--- config.mk ---
export PLATFORM = sky130hd
export DESIGN_NAME = flash_seq_ctrl
export DESIGN_NICKNAME = d
export VERILOG_FILES = /design/src/rtl/flash_seq_pkg.sv /design/src/rtl/flash_bus_capture.sv /design/src/rtl/flash_cmd_fsm.sv /design/src/rtl/flash_embed_engine.sv /design/src/rtl/flash_array.sv /design/src/rtl/flash_seq_ctrl.sv
export SDC_FILE = /design/constraint.sdc
export NUM_CORES = 1
export LEC_CHECK = 0
export BUFFER_PORTS_ARGS = -buffer_cell sky130_fd_sc_hd__clkbuf_2
export CAP_MARGIN = 25
export CORE_MARGIN = 2
export CORE_UTILIZATION = 50
export CTS_BUF_LIST = sky130_fd_sc_hd__clkbuf_16
export DETAILED_ROUTE_END_ITERATION = 16
export HOLD_SLACK_MARGIN = 0.02
export PLACE_DENSITY = 0.64
export SKIP_CTS_REPAIR_TIMING = 1
export SYNTH_ARGS = -nofsm -noshare
export SYNTH_HDL_FRONTEND = slang
export SYNTH_HIERARCHICAL = 1
export SYNTH_SLANG_ARGS = --single-unit
--- constraint.sdc ---
create_clock -name clk -period 3.5 [get_ports clk]
set_clock_uncertainty 0.2 [all_clocks]
set_input_delay 0 -clock clk [delete_from_list [all_inputs] [get_ports clk]]
set_output_delay 0 -clock clk [all_outputs]
set_load 0.005 [all_outputs]
--- src/rtl/flash_seq_pkg.sv ---
package flash_seq_pkg;

    typedef enum logic [2:0] {
        CMD_READ,
        CMD_UNL1,
        CMD_UNL2,
        CMD_PGM_DATA,
        CMD_ERS_SETUP,
        CMD_ERS_UNL1,
        CMD_ERS_UNL2
    } cmd_state_t;

    typedef enum logic [1:0] {
        ENG_IDLE,
        ENG_PROG,
        ENG_PREPGM,
        ENG_WIPE
    } eng_state_t;

    // Key addresses, compared on the low eleven address bits
    localparam int unsigned KEY_AW = 11;
    localparam logic [KEY_AW-1:0] KEY_ADDR_HI = 11'h555;
    localparam logic [KEY_AW-1:0] KEY_ADDR_LO = 11'h2AA;

    // Command bytes
    localparam logic [7:0] KEY_BYTE_1 = 8'hAA;
    localparam logic [7:0] KEY_BYTE_2 = 8'h55;
    localparam logic [7:0] OP_PROGRAM = 8'hA0;
    localparam logic [7:0] OP_ERASE   = 8'h80;
    localparam logic [7:0] OP_CHIP    = 8'h10;
    localparam logic [7:0] OP_ABORT   = 8'hF0;

endpackage

--- src/rtl/flash_bus_capture.sv ---
// Turns ce_n/we_n strobes into single-cycle write events.
module flash_bus_capture #(
    parameter int unsigned AW = 11
) (
    input  logic          clk,
    input  logic          rst_n,
    input  logic          ce_n,
    input  logic          we_n,
    input  logic [AW-1:0] addr,
    input  logic [7:0]    din,
    output logic          wr_evt,
    output logic [AW-1:0] wr_addr,
    output logic [7:0]    wr_data
);

    logic strobe;
    logic strobe_q;

    assign strobe = !ce_n && !we_n;

    always_ff @(posedge clk or negedge rst_n) begin
        if (!rst_n) begin
            strobe_q <= 1'b0;
            wr_evt   <= 1'b0;
            wr_addr  <= '0;
            wr_data  <= '0;
        end else begin
            strobe_q <= strobe;
            // Event fires once the strobe has ended
            wr_evt   <= strobe_q && !strobe;
            // Address: first clock of the strobe (later falling enable)
            if (strobe && !strobe_q) begin
                wr_addr <= addr;
            end
            // Data: keeps following until the strobe ends (first rising enable)
            if (strobe) begin
                wr_data <= din;
            end
        end
    end

endmodule

--- src/rtl/flash_cmd_fsm.sv ---
// Decodes the key/command write sequences.
module flash_cmd_fsm
    import flash_seq_pkg::*;
#(
    parameter int unsigned AW = 11
) (
    input  logic          clk,
    input  logic          rst_n,
    input  logic          wr_evt,
    input  logic [AW-1:0] wr_addr,
    input  logic [7:0]    wr_data,
    input  logic          eng_busy,
    output logic          start_prog,
    output logic          start_erase,
    output cmd_state_t    cmd_state
);

    cmd_state_t nxt;
    logic hit_key1;
    logic hit_key2;
    logic hit_prog;
    logic hit_erase;
    logic hit_chip;
    logic hit_abort;
    logic take;

    assign take      = wr_evt && !eng_busy;
    assign hit_key1  = (wr_data == KEY_BYTE_1) && (wr_addr[KEY_AW-1:0] == KEY_ADDR_HI);
    assign hit_key2  = (wr_data == KEY_BYTE_2) && (wr_addr[KEY_AW-1:0] == KEY_ADDR_LO);
    assign hit_prog  = (wr_data == OP_PROGRAM) && (wr_addr[KEY_AW-1:0] == KEY_ADDR_HI);
    assign hit_erase = (wr_data == OP_ERASE)   && (wr_addr[KEY_AW-1:0] == KEY_ADDR_HI);
    assign hit_chip  = (wr_data == OP_CHIP)    && (wr_addr[KEY_AW-1:0] == KEY_ADDR_HI);
    assign hit_abort = (wr_data == OP_ABORT);

    // State register
    always_ff @(posedge clk or negedge rst_n) begin
        if (!rst_n) begin
            cmd_state <= CMD_READ;
        end else begin
            cmd_state <= nxt;
        end
    end

    // Next state
    always_comb begin
        nxt = cmd_state;
        if (eng_busy) begin
            nxt = CMD_READ;
        end else if (wr_evt) begin
            if (hit_abort && cmd_state != CMD_PGM_DATA) begin
                nxt = CMD_READ;
            end else begin
                unique case (cmd_state)
                    CMD_READ:      nxt = hit_key1  ? CMD_UNL1      : CMD_READ;
                    CMD_UNL1:      nxt = hit_key2  ? CMD_UNL2      : CMD_READ;
                    CMD_UNL2:      nxt = hit_prog  ? CMD_PGM_DATA  :
                                         hit_erase ? CMD_ERS_SETUP : CMD_READ;
                    CMD_PGM_DATA:  nxt = CMD_READ;
                    CMD_ERS_SETUP: nxt = hit_key1  ? CMD_ERS_UNL1  : CMD_READ;
                    CMD_ERS_UNL1:  nxt = hit_key2  ? CMD_ERS_UNL2  : CMD_READ;
                    CMD_ERS_UNL2:  nxt = CMD_READ;
                    default:       nxt = CMD_READ;
                endcase
            end
        end
    end

    // Outputs
    always_comb begin
        start_prog  = take && (cmd_state == CMD_PGM_DATA);
        start_erase = take && (cmd_state == CMD_ERS_UNL2) && hit_chip;
    end

endmodule

--- src/rtl/flash_embed_engine.sv ---
// Runs the self-timed program and chip-erase operations.
module flash_embed_engine
    import flash_seq_pkg::*;
#(
    parameter int unsigned DEPTH       = 16,
    parameter int unsigned PROG_CYCLES = 8,
    parameter int unsigned ERASE_STEP  = 2,
    localparam int unsigned IW = $clog2(DEPTH),
    localparam int unsigned CMAX = (PROG_CYCLES > ERASE_STEP) ? PROG_CYCLES : ERASE_STEP,
    localparam int unsigned CW = $clog2(CMAX + 1)
) (
    input  logic          clk,
    input  logic          rst_n,
    input  logic          start_prog,
    input  logic          start_erase,
    input  logic [IW-1:0] prog_idx,
    input  logic [7:0]    prog_data,
    input  logic [7:0]    old_byte,
    output logic          busy,
    output logic          erasing,
    output logic          tgt_bit7,
    output logic [IW-1:0] cur_idx,
    output logic          mem_we,
    output logic [7:0]    mem_wdata
);

    eng_state_t    st;
    logic [CW-1:0] cnt;
    logic [IW-1:0] idx;
    logic [7:0]    pdata;
    logic          prog_last;
    logic          step_last;
    logic          idx_last;

    assign prog_last = (cnt == CW'(PROG_CYCLES - 1));
    assign step_last = (cnt == CW'(ERASE_STEP - 1));
    assign idx_last  = (idx == IW'(DEPTH - 1));

    // State register with sequencing counters
    always_ff @(posedge clk or negedge rst_n) begin
        if (!rst_n) begin
            st    <= ENG_IDLE;
            cnt   <= '0;
            idx   <= '0;
            pdata <= 8'hFF;
        end else begin
            unique case (st)
                ENG_IDLE: begin
                    cnt <= '0;
                    if (start_prog) begin
                        st    <= ENG_PROG;
                        idx   <= prog_idx;
                        pdata <= prog_data;
                    end else if (start_erase) begin
                        st  <= ENG_PREPGM;
                        idx <= '0;
                    end
                end
                ENG_PROG: begin
                    if (prog_last) begin
                        st  <= ENG_IDLE;
                        cnt <= '0;
                    end else begin
                        cnt <= cnt + 1'b1;
                    end
                end
                ENG_PREPGM: begin
                    if (step_last) begin
                        cnt <= '0;
                        if (idx_last) begin
                            idx <= '0;
                            st  <= ENG_WIPE;
                        end else begin
                            idx <= idx + 1'b1;
                        end
                    end else begin
                        cnt <= cnt + 1'b1;
                    end
                end
                ENG_WIPE: begin
                    if (step_last) begin
                        cnt <= '0;
                        if (idx_last) begin
                            idx <= '0;
                            st  <= ENG_IDLE;
                        end else begin
                            idx <= idx + 1'b1;
                        end
                    end else begin
                        cnt <= cnt + 1'b1;
                    end
                end
                default: st <= ENG_IDLE;
            endcase
        end
    end

    // Outputs
    always_comb begin
        busy      = (st != ENG_IDLE);
        erasing   = (st == ENG_PREPGM) || (st == ENG_WIPE);
        tgt_bit7  = pdata[7];
        cur_idx   = idx;
        mem_we    = 1'b0;
        mem_wdata = 8'hFF;
        unique case (st)
            ENG_IDLE: begin
                mem_we = 1'b0;
            end
            ENG_PROG: begin
                mem_we    = prog_last;
                mem_wdata = old_byte & pdata;
            end
            ENG_PREPGM: begin
                mem_we    = step_last;
                mem_wdata = 8'h00;
            end
            ENG_WIPE: begin
                mem_we    = step_last;
                mem_wdata = 8'hFF;
            end
            default: mem_we = 1'b0;
        endcase
    end

endmodule

--- src/rtl/flash_array.sv ---
// Register-based byte array with one write and two read ports.
module flash_array #(
    parameter int unsigned DEPTH = 16,
    localparam int unsigned IW = $clog2(DEPTH)
) (
    input  logic          clk,
    input  logic          rst_n,
    input  logic          we,
    input  logic [IW-1:0] widx,
    input  logic [7:0]    wdata,
    input  logic [IW-1:0] ridx_a,
    output logic [7:0]    rdata_a,
    input  logic [IW-1:0] ridx_b,
    output logic [7:0]    rdata_b
);

    logic [7:0] cells [DEPTH];

    for (genvar g = 0; g < DEPTH; g++) begin : g_cell
        always_ff @(posedge clk or negedge rst_n) begin
            if (!rst_n) begin
                cells[g] <= 8'hFF;
            end else if (we && widx == IW'(g)) begin
                cells[g] <= wdata;
            end
        end
    end

    assign rdata_a = cells[ridx_a];
    assign rdata_b = cells[ridx_b];

endmodule

--- src/rtl/flash_seq_ctrl.sv ---
module flash_seq_ctrl
    import flash_seq_pkg::*;
#(
    parameter int unsigned AW          = 11,
    parameter int unsigned DEPTH       = 16,
    parameter int unsigned PROG_CYCLES = 8,
    parameter int unsigned ERASE_STEP  = 2
) (
    input  logic          clk,
    input  logic          rst_n,
    input  logic          ce_n,
    input  logic          we_n,
    input  logic          oe_n,
    input  logic [AW-1:0] addr,
    input  logic [7:0]    din,
    output logic [7:0]    dout
);

    localparam int unsigned IW = $clog2(DEPTH);

    logic          wr_evt;
    logic [AW-1:0] wr_addr;
    logic [7:0]    wr_data;
    logic          start_prog;
    logic          start_erase;
    cmd_state_t    cmd_state;
    logic          eng_busy;
    logic          eng_erasing;
    logic          tgt_bit7;
    logic [IW-1:0] eng_idx;
    logic          mem_we;
    logic [7:0]    mem_wdata;
    logic [7:0]    rd_byte;
    logic [7:0]    old_byte;

    flash_bus_capture #(.AW(AW)) i_capture (
        .clk     (clk),
        .rst_n   (rst_n),
        .ce_n    (ce_n),
        .we_n    (we_n),
        .addr    (addr),
        .din     (din),
        .wr_evt  (wr_evt),
        .wr_addr (wr_addr),
        .wr_data (wr_data)
    );

    flash_cmd_fsm #(.AW(AW)) i_cmd (
        .clk         (clk),
        .rst_n       (rst_n),
        .wr_evt      (wr_evt),
        .wr_addr     (wr_addr),
        .wr_data     (wr_data),
        .eng_busy    (eng_busy),
        .start_prog  (start_prog),
        .start_erase (start_erase),
        .cmd_state   (cmd_state)
    );

    flash_embed_engine #(
        .DEPTH       (DEPTH),
        .PROG_CYCLES (PROG_CYCLES),
        .ERASE_STEP  (ERASE_STEP)
    ) i_engine (
        .clk         (clk),
        .rst_n       (rst_n),
        .start_prog  (start_prog),
        .start_erase (start_erase),
        .prog_idx    (wr_addr[IW-1:0]),
        .prog_data   (wr_data),
        .old_byte    (old_byte),
        .busy        (eng_busy),
        .erasing     (eng_erasing),
        .tgt_bit7    (tgt_bit7),
        .cur_idx     (eng_idx),
        .mem_we      (mem_we),
        .mem_wdata   (mem_wdata)
    );

    flash_array #(.DEPTH(DEPTH)) i_array (
        .clk     (clk),
        .rst_n   (rst_n),
        .we      (mem_we),
        .widx    (eng_idx),
        .wdata   (mem_wdata),
        .ridx_a  (addr[IW-1:0]),
        .rdata_a (rd_byte),
        .ridx_b  (eng_idx),
        .rdata_b (old_byte)
    );

    // Read path: status while busy, array byte otherwise
    always_comb begin
        if (ce_n || oe_n) begin
            dout = 8'h00;
        end else if (eng_busy) begin
            dout = eng_erasing ? 8'h00 : {~tgt_bit7, 7'b0};
        end else begin
            dout = rd_byte;
        end
    end

endmodule

* Yosys cells after proc, flatten, opt, wreduce, memory -nomap -nowiden
Cells that the tools add are included.
** Word-level totals
- Bits in registers :: 170
- Input bits :: 24
- Output and inout bits :: 8
- Word-level logic and storage cells :: 158
** Cells by class
- Add/subtract/negate cells :: 2
- Magnitude comparators :: 2
- Eq/ne operators :: 42
- Muxes and demuxes :: 37
- Bitwise gates (word level) :: 4
- Reductions and logical operators :: 46
** Operators by type and width (number)
- $bmux W8 S4 :: 2
- $mux W8 :: 7
- $eq A4 B4 Y1 const B :: 8
- $eq A8 B8 Y1 const B :: 4
- $logic_and A1 B1 Y1 :: 29
- $mux W4 :: 6
- $mux W3 :: 7
- $eq A4 B3 Y1 const B :: 5
- $mux W2 :: 8
- $pmux W8 S2 :: 1
- $pmux W3 S5 :: 1
- $ne A2 B1 Y1 const B :: 6
- $pmux W4 S3 :: 1
- $eq A11 B10 Y1 const B :: 1
- $eq A11 B11 Y1 const B :: 1
- $ge A5 B5 Y1 const B :: 2
- $not A4 Y5 :: 2
- $eq A3 B3 Y1 const B :: 3
- $add A4 B1 Y4 const B :: 2
- $and A8 B8 Y8 :: 1
- $eq A4 B1 Y1 const B :: 2
- $eq A4 B2 Y1 const B :: 2
- $eq A8 B5 Y1 const B :: 1
- $eq A8 B7 Y1 const B :: 1
- 21 further kinds :: 30

* Depth between registers and ports, before layout
Gate-level depths: netlist (run 1).
- Depth after elaboration :: 8
- Mapped depth :: 9
- Gate-level depth less buffers :: 8

* Hierarchy
Netlist (run 1), hierarchy kept.
** Modules (own cells, without submodules)
- flash_array :: instances 1, cells an instance 434, area an instance 6970.4 sq um
- flash_embed_engine :: instances 1, cells an instance 106, area an instance 1068.5 sq um
- flash_bus_capture :: instances 1, cells an instance 44, area an instance 778.2 sq um
- flash_cmd_fsm :: instances 1, cells an instance 42, area an instance 386.6 sq um
- flash_seq_ctrl :: instances 1, cells an instance 11, area an instance 76.3 sq um

* Least setup slack after synthesis (run 1)
No wires, ideal clock.
- Path type :: reg2reg
- Start point :: register i_engine.idx[0] (netlist: i_engine/cur_idx[0])
- End point :: register i_array/cells[30] (netlist bit)
- Library setup time :: 0.082 ns
- Arrival :: 2.243 ns
- Path slack :: 0.975 ns
- Stages on the path, launching flop included :: 10
- Period minus slack after synthesis :: 2.525 ns
- Cell sequence :: dfrtp_1 buf_2 buf_4 mux4_2 a22oi_1 nand2_1 nand2_1 a21oi_1 clkbuf_1 mux2_4
** On the way
- Cells in the longest elaborated chain, start to end :: 6
- Elaborated cells on any way between the ends :: 8
- Those cells by class :: 1 x eq/ne; 4 x mux; 2 x bitwise; 1 x reduce/logical
** Ends and longest elaborated chain
- start: declaration :: RTL line flash_embed_engine.sv:29 : logic [IW-1:0] idx;
- start signal: assignment :: RTL line flash_embed_engine.sv:52 : idx <= prog_idx;
- start signal: assignment :: RTL line flash_embed_engine.sv:74 : idx <= idx + 1'b1;
- start signal: assignment :: RTL line flash_embed_engine.sv:87 : idx <= idx + 1'b1;
- $not A4 Y5 (not written as such) :: RTL line flash_array.sv:30 : assign rdata_b = cells[ridx_b];
- $bmux W8 S4 :: RTL line flash_array.sv:30
- $mux W8 (not written as such) (2 in series) :: RTL line flash_array.sv:30
- net old_byte[6] :: RTL line flash_seq_ctrl.sv:34 : logic [7:0] old_byte;
- $and A8 B8 Y8 :: RTL line flash_embed_engine.sv:112 : mem_wdata = old_byte & pdata;
- $pmux W8 S2 :: RTL line flash_embed_engine.sv:106 : unique case (st)
- net mem_wdata[6] :: RTL line flash_seq_ctrl.sv:32 : logic [7:0] mem_wdata;
- end signal: indexed assignment :: RTL line flash_array.sv:24 : cells[g] <= wdata;
- end: declaration :: RTL line flash_array.sv:17 : logic [7:0] cells [DEPTH];
The timed path passes the listed nets, and every way through them passes these cells. The select of a mux whose other input is x is not followed.
A chain may end at the register's enable or synchronous reset.

* Worst setup path after layout (run 1)
- Start point :: register i_engine.st[1]
- End point :: register i_array/cells[65] (netlist bit)
** On the way
- Cells in the longest elaborated chain, start to end :: 4
- Elaborated cells on any way between the ends :: 8
- Those cells by class :: 3 x eq/ne; 2 x mux; 3 x reduce/logical
** Ends and longest elaborated chain
- start: declaration :: RTL line flash_embed_engine.sv:27 : eng_state_t st;
- start signal: assignment :: RTL line flash_embed_engine.sv:42 : st <= ENG_IDLE;
- start signal: assignment :: RTL line flash_embed_engine.sv:51 : st <= ENG_PROG;
- start signal: assignment :: RTL line flash_embed_engine.sv:55 : st <= ENG_PREPGM;
- $eq A2 B2 Y1 :: RTL line flash_embed_engine.sv:106
- $reduce_or A2 Y1 (no source line)
- $pmux W1 S3 (*) :: RTL line flash_embed_engine.sv:106
- net mem_we :: RTL line flash_seq_ctrl.sv:31 : logic mem_we;
- $logic_and A1 B1 Y1 (*) :: RTL line flash_array.sv:23 : end else if (we && widx == IW'(g)) begin
The timed path passes the listed nets; every way through them passes the cells marked *.

==> results.txt, run 1 <==
Buffers inserted during clock tree synthesis total 17. The root buffer cell chosen for the clock tree is sky130_fd_sc_hd__clkbuf_16. Traced cell by cell, the critical path runs through nand2_1, or2_0, a21oi_1, nand3b_1, nor2_2, mux2_2. The cell area power density is 392 nW/µm². The slowest stage of the critical path belongs to the cell sky130_fd_sc_hd__dfrtp_1.

The count of routing violations after the opening detailed-route iteration is 448. The number of remaining DRC errors is 0. The CTS H-tree depth is 4. The number of diodes is 0. The end of the critical path is i_array/cells[65]. In this run the remaining antenna-violating nets after routing total 0. The residual overflow from global routing came out at 0. The internal cell power is 3.28 mW. The count of placed standard cells in the final layout, fillers left out is 952. The number of vias per cell after detailed routing came out at 6.17. The checks that failed: hold timing.

The number of endpoints failing setup at the final stage is 0. In this run the deepest clock path goes through 2 buffers. The cell row count is 49.

The pre-CTS setup slack came out at 0.471 ns. At the pin with the least slew margin, the transition time is 0.876 ns. Ranked by total cell area, the synthesized netlist is headed by sky130_fd_sc_hd__dfstp_2 (39%), sky130_fd_sc_hd__mux2_2 (17%), sky130_fd_sc_hd__mux4_2 (16%), sky130_fd_sc_hd__dfrtp_1 (9.2%), sky130_fd_sc_hd__a22oi_1 (2.6%). The CTS tree is done. The run finished, with violations left. Timing would allow up to 324 MHz. The tightest min-delay check is of the primary input to async pin type.

Final hold analysis gives a worst-case slack of -0.0382 ns. The wire length per cell is 24.1 µm. The worst flop-to-flop path endpoint is i_array/cells[65]. The layout-stage area growth over the synthesis result came out at 16.0%.

Counting tap cells, the placed design contains a total of 876 instances. The share of total power dissipated in the clock network is 0.451. The weighted congestion at the end of routability-driven global placement came out at 0.781. The count of vias placed by the detailed router came out at 5,876. Summed over all layers, the routed wires come to 22.9 mm.

The maximum VDD drop is 0.438 mV. After routing, the total negative slack on setup checks comes to 0 ns. The critical path launch point is i_engine/st[1]. The maximum fanout along the worst path is 17.

The number of global-route vias before repair is 6,076. The number of nets in the synthesized netlist is 664. Of the cells placed in the final design, the portion with a size suffix greater than 1 is 0.636. By startpoint and endpoint, the worst setup path is classified as flip-flop to flip-flop.

The most used flip-flop cell after synthesis is sky130_fd_sc_hd__dfstp_2. The standard cell core area is 18,100 µm². The worst setup path is captured at a flip-flop. The headroom to the max-slew limit came out at 0.415. The total iterations of the first detailed-routing run came out at 5. The kind of launch point of the worst setup path is a flip-flop. The clock period could shrink to 3.09 ns. The number of warnings printed during yosys synthesis came out at 6. The switching power is 0.950 mW. The share of synthesized area in the top cell type comes to 0.385. The boundary pin count is 32. The post-detailed-placement half-perimeter wirelength came out at 14.8 mm. The fraction of power consumed by combinational cells is 0.061. Leaving out fill and tap cells, the most frequent cell in the layout is sky130_fd_sc_hd__mux2_2. Setup repair after global routing left no endpoint under its margin. At the later pin of the worst-skew pair, clock insertion delay measures 0.43 ns.

The mean post-synth cell area came out at 14.6 µm². The wire length of the first global-routing pass came out at 35.7 mm. The delay contributed by the slowest stage of the critical path came out at 0.65 ns. The area of the die is 19,700 µm². The reported max-cap violation count came out at 0.

The distinct cell type count of the synthesized netlist is 68. The clock-pin slew on the worst setup and hold paths is 0.07 ns. The number of endpoints with negative hold slack in the final report is 9. The cell count of the worst reg-to-reg path is 6. The die is 140 µm wide.

The count of filler cells inserted in the layout came out at 1,381. The post-layout net count is 738. The starting density of the core came out at 0.513. The critical path data required time is 3.66 ns. The cell area after synthesis came out at 9280 µm². The setup slack on the worst flop-to-flop path is 0.41 ns. The arrival time reported for the critical path endpoint is 3.25 ns.

The worst flop-to-flop path startpoint is i_engine/st[1]. For this run, the register share of the synthesized area comes to 0.477. The leakage power of the design is 4.31 nW. Yosys mapped a number of flops with a built-in enable equal to 0. Of the total power, the share spent switching nets is 0.225.

The number of synthesized register bits is 170. Synthesis handed over a netlist of 637 instances. The overall power of the completed layout is 4.23 mW. The die outline height came out at 140 µm. The register share of total power came out at 0.488. Entering global routing, the biggest net connects 107 pins.

In the finished design, the share of the clock period the worst path needs comes to 0.882. The number of max-slew violations in the final report came to 0. The number of sinks handled by clock tree synthesis came out at 170. The initial antenna violation count came out at 0. Input and output buffers added on the ports amount to 31. The biggest area contributor in the post-synthesis netlist is sky130_fd_sc_hd__dfstp_2. The combined global-route utilization of all metal layers came out at 0.242. The library cells used most frequently in the layout, excluding fill and tap cells, are sky130_fd_sc_hd__mux2_2 (139), sky130_fd_sc_hd__dfstp_2 (136), sky130_fd_sc_hd__mux4_2 (64).

For this run, asynchronously set or reset flops after synthesis account for 1.00. The worst-case setup margin in the final layout came out at 0.412 ns.
## metrics by stage
stage          utilization  cell area [µm²]
2_1_floorplan            -             9280
3_3_place_gp         0.535             9680
3_5_place_dp         0.537             9710
4_1_cts              0.570            10300
5_1_grt              0.595            10800
6_report             0.595            10800
## cells in the mapped netlist, types with 3 or more instances
cell and n:
sky130_fd_sc_hd__a21oi_2 3, sky130_fd_sc_hd__nand2b_1 6, sky130_fd_sc_hd__nor2b_1 10, sky130_fd_sc_hd__nor4_1 3, sky130_fd_sc_hd__mux2_2 139, sky130_fd_sc_hd__nand2_1 34, sky130_fd_sc_hd__dfstp_2 136, sky130_fd_sc_hd__or2_1 3
sky130_fd_sc_hd__buf_6 7, sky130_fd_sc_hd__mux2_4 9, sky130_fd_sc_hd__dfrtp_1 34, sky130_fd_sc_hd__buf_2 8, sky130_fd_sc_hd__ha_1 3, sky130_fd_sc_hd__a21oi_1 13, sky130_fd_sc_hd__or4b_1 4, sky130_fd_sc_hd__nand3_1 5
sky130_fd_sc_hd__inv_1 3, sky130_fd_sc_hd__buf_1 9, sky130_fd_sc_hd__nor3_1 3, sky130_fd_sc_hd__mux4_2 64, sky130_fd_sc_hd__and2_1 9, sky130_fd_sc_hd__mux2_1 8, sky130_fd_sc_hd__clkbuf_1 14, sky130_fd_sc_hd__nor2_1 13
sky130_fd_sc_hd__a22o_1 3, sky130_fd_sc_hd__nor2_2 9, sky130_fd_sc_hd__o21ai_0 4, sky130_fd_sc_hd__a22oi_1 32
## layer usage
metal	routed length (µm)	up-vias	GRT usage	part of all wire
met4	688	0	0.0984	0.030
met1	9840	3068	0.318	0.43
met2	11300	182	0.400	0.49
li1	-	2591	-	-
met3	1070	35	0.0441	0.047
met5	0	-	0	0
## logic make-up after synthesis
group           count (synthesis)  share of synthesized area
simple gates                  128                     0.0866
flops                         170                      0.477
xor+xnor                        1                   0.000944
fa+ha+maj                       3                    0.00405
mux                           220                      0.348
compound gates                 71                     0.0581
buf+inv                        44                     0.0253
## critical path, delay by kind of cell (launching register included)
kind	cells	cell delay, ns
simple gates	4	1.25
flops	1	0.65
compound gates	1	0.49
mux	1	0.41
## area by class of cell
class                           instances  area [µm²]  share of cell area
Timing Repair Buffer                   95         825              0.0766
Inverter                                4        15.0             0.00139
Tap cell                              229         287              0.0266
Clock inverter                         12         120              0.0112
Multi-Input combinational cell        423        4620               0.429
Clock buffer                           19         475              0.0442
Sequential cell                       170        4430               0.411
## power groups by stage
stage | registers, mW | clock network [mW] | logic, mW
after detailed placement | 2.09 | 0 | 0.188
after CTS | 2.06 | 1.95 | 0.189
final | 2.06 | 1.91 | 0.260
after global placement | 2.09 | 0 | 0.181
after global routing | 2.07 | 2.03 | 0.283
after floorplan | 2.07 | 0 | 0.104
## worst min path at each step
| stage | endpoint | depth (start not counted) |
|---|---|---|
| 2_1_floorplan | i_capture/strobe_q | 0 |
| 3_3_place_gp | i_engine/cnt[0] | 1 |
| 3_5_place_dp | i_engine/cnt[1] | 1 |
| 4_1_cts | i_engine/cnt[1] | 1 |
| 5_1_grt | i_engine/cur_idx[0] | 3 |
| 6_report | i_engine/cur_idx[0] | 3 |
## registers in the layout, summed over array words and instances, names as in the netlist, 2 cells and up
| name | flops |
|---|---|
| i_array/cells | 128 |
| i_engine/cnt | 4 |
| i_cmd/cmd_state | 3 |
| i_engine/pdata | 8 |
| i_capture/wr_addr | 11 |
| i_capture/wr_data | 8 |
| i_engine/st | 2 |
| i_engine/cur_idx | 4 |
No activity file was read; power rests on OpenSTA's default activity.
==> run 2: changes to the inputs <==
Clock period 3.5 ns to 3.35 ns, I/O delays scaled along.
==> results.txt, run 2 (same netlist as run 1, synthesis figures left out) <==
The flow ran to the end, and the final reports show no timing, DRC or antenna violations. The instance count after placement with tap cells included came out at 891 (+1.7%). Counting instances, the worst hold path has a depth of 3.

The worst setup path is launched from a flip-flop. The layout-stage area growth over the synthesis result came out at 16.4%. The number of diodes is 0 (unchanged).

The number of remaining DRC errors came to 0 (unchanged). The clock-pin slew on the worst setup and hold paths is 0.07 ns (about the same). The standard cell core area came out at 18,100 µm² (unchanged). The clock period minus final worst setup slack was 2.86 ns (-0.226 ns).

The number of max-slew violations in the final report is 0 (unchanged). The upper clock frequency limit is 349 MHz (+7.9%). In this run the clock root is driven by a sky130_fd_sc_hd__clkbuf_16. The largest register by flop count is i_array/cells.

The pin count of the biggest net entering global routing came out at 117 (+9.3%). The residual overflow from global routing came out at 0 (unchanged). The combined global-route utilization of all metal layers is 0.247 (+0.00563). The setup slack on the worst flop-to-flop path is 0.49 ns (+0.08 ns). The type of destination of the critical path is a flip-flop. The fraction of final layout cells sized beyond drive strength 1 is 0.642 (+0.00555).

The buffer levels on the longest clock path was 2 (unchanged). The post-detailed-placement half-perimeter wirelength is 15.5 mm (+4.6%). The die outline height came out at 140 µm (unchanged). The maximum VDD drop came out at 0.354 mV (-19%). The critical path data required time came to 3.50 ns (-0.16 ns).

The final setup TNS is 0 ns (unchanged). The count of routing violations after the opening detailed-route iteration was 467 (+4.2%). The number of endpoints failing setup at the final stage came out at 0 (unchanged). The wire length of the first global-routing pass is 36.8 mm (+3.2%). The worst flop-to-flop path endpoint is i_array/cells[97]. The tightest min-delay check is of the primary input to output port type.

The largest registers in the layout are i_array/cells (128), i_capture/wr_addr (11). The initial antenna violation count was 0 (unchanged). The boundary pin count was 32 (unchanged). The leakage power of the design came out at 4.37 nW (+1.4%). The most critical setup path has its endpoint at i_array/cells[97]. The library cell used most frequently in the layout, excluding fill and tap cells, is sky130_fd_sc_hd__mux2_2. The starting density of the core was 0.513 (unchanged). The critical path is of the flip-flop to flip-flop type.

The fraction of the cycle the final worst path needs came out at 0.854 (-0.0280). The CTS buffer count is 17 (unchanged). The cell area power density is 401 nW/µm² (+2.3%). The cell count of the worst reg-to-reg path came out at 8 (+2). The total iterations of the first detailed-routing run came out at 5 (unchanged).

The count of input and output buffers came out at 31 (unchanged). The CTS H-tree depth was 4 (unchanged). The critical path launch point is i_engine/cur_idx[0]. The latest clock arrival within the worst-skew pair was 0.43 ns (about the same). The arrival time reported for the critical path endpoint was 3.01 ns (-0.24 ns). The post-layout net count came out at 751 (+1.8%). The number of endpoints with negative hold slack in the final report was 0 (-9). The die boundary width came to 140 µm (unchanged). The worst-margin pin slew is 1.11 ns (+0.234 ns). The count of placed standard cells in the final layout, fillers left out was 966 (+1.5%). The headroom to the max-slew limit came out at 0.260 (-0.155). Setup repair after global routing left no endpoint under its margin. The number of vias per cell after detailed routing came to 6.30 (+2.0%). The number of global-route vias before repair is 6,223 (+2.4%). The core occupancy in the finished layout is 0.597 (+0.00207). The cell row count is 49 (unchanged).

The area of the die came out at 19,700 µm² (unchanged). The reported max-cap violation count came out at 0 (unchanged). TritonCTS built the clock tree.

The count of vias placed by the detailed router is 6,083 (+3.5%). The weighted congestion at the end of routability-driven global placement was 0.863 (+10%). The number of nets still failing antenna checks after routing came out at 0 (unchanged).

The maximum fanout along the worst path came out at 17 (unchanged). The number of sinks handled by clock tree synthesis came out at 170 (unchanged). The wire length per cell is 24.5 µm (+1.7%). The flip-flop count of the largest register, all copies and words added was 128 (unchanged). The worst flop-to-flop path startpoint is i_engine/cur_idx[0].

The library cells used most frequently in the layout, excluding fill and tap cells, are sky130_fd_sc_hd__mux2_2 (139), sky130_fd_sc_hd__dfstp_2 (136), sky130_fd_sc_hd__mux4_2 (64). The total routed wirelength came out at 23.6 mm (+3.2%).
==> run 2: changes by cell type in the layout (fill, tap and decap cells not counted), sizes merged <==
cell and change:
inv +2, clkinvlp -1, clkinv +2, clkbuf -2, buf +14, dlygate4sd3 -1
==> run 2: worst max-delay path, cell delays in order (launching register included) <==
cell and delay [ns]:
sky130_fd_sc_hd__dfrtp_2 0.62, sky130_fd_sc_hd__buf_12 0.23, sky130_fd_sc_hd__mux4_2 0.52, sky130_fd_sc_hd__a22oi_1 0.29
sky130_fd_sc_hd__nand2_1 0.09, sky130_fd_sc_hd__nand2_1 0.07, sky130_fd_sc_hd__a21oi_1 0.18, sky130_fd_sc_hd__buf_4 0.29
sky130_fd_sc_hd__mux2_2 0.27
==> run 2: metal layers <==
layer  GRT usage  part of all wire  up-vias
li1            -                 -     2607
met1       0.348              0.43     3234
met2       0.397              0.49      213
met3      0.0455             0.059       29
met4      0.0728             0.016        0
met5           0                 0        -
==> run 2: worst min path at each step <==
stage,startpoint,to
floorplan,rst_n,i_capture/strobe_q
global placement,rst_n,i_engine/cnt[2]
detailed placement,rst_n,i_engine/cnt[3]
CTS,rst_n,i_engine/cur_idx[1]
global route,oe_n,dout[7]
finish,oe_n,dout[7]
==> run 2: final cells by class <==
class / instances / area, µm²
Timing Repair Buffer: 108 / 895
Sequential cell: 170 / 4430
Fill cell: 1379 / 7280
Clock buffer: 17 / 425
Inverter: 4 / 15.0
Tap cell: 229 / 287
Multi-Input combinational cell: 423 / 4620
Clock inverter: 15 / 138
==> run 2: power by group <==
part | internal [mW] | total (mW) | switching [mW] | leakage, nW
logic | 0.146 | 0.269 | 0.123 | 2.26
clock network | 1.09 | 1.91 | 0.829 | 0.283
registers | 2.10 | 2.15 | 0.0520 | 1.83
total | 3.33 | 4.34 | 1.00 | 4.37
==> run 2: per-stage QoR <==
stage          worst slack, ns  total power, mW  instance area [µm²]  hold WS [ns]
6_report                 0.488             4.34                10800        0.0463
5_1_grt                  0.332             4.49                10800        0.0710
4_1_cts                  0.424             4.30                10400        -0.412
3_5_place_dp             0.436             2.38                 9800        0.0375
3_3_place_gp             0.439             2.37                 9760        0.0222
2_1_floorplan            0.825             2.27                 9280        -0.496
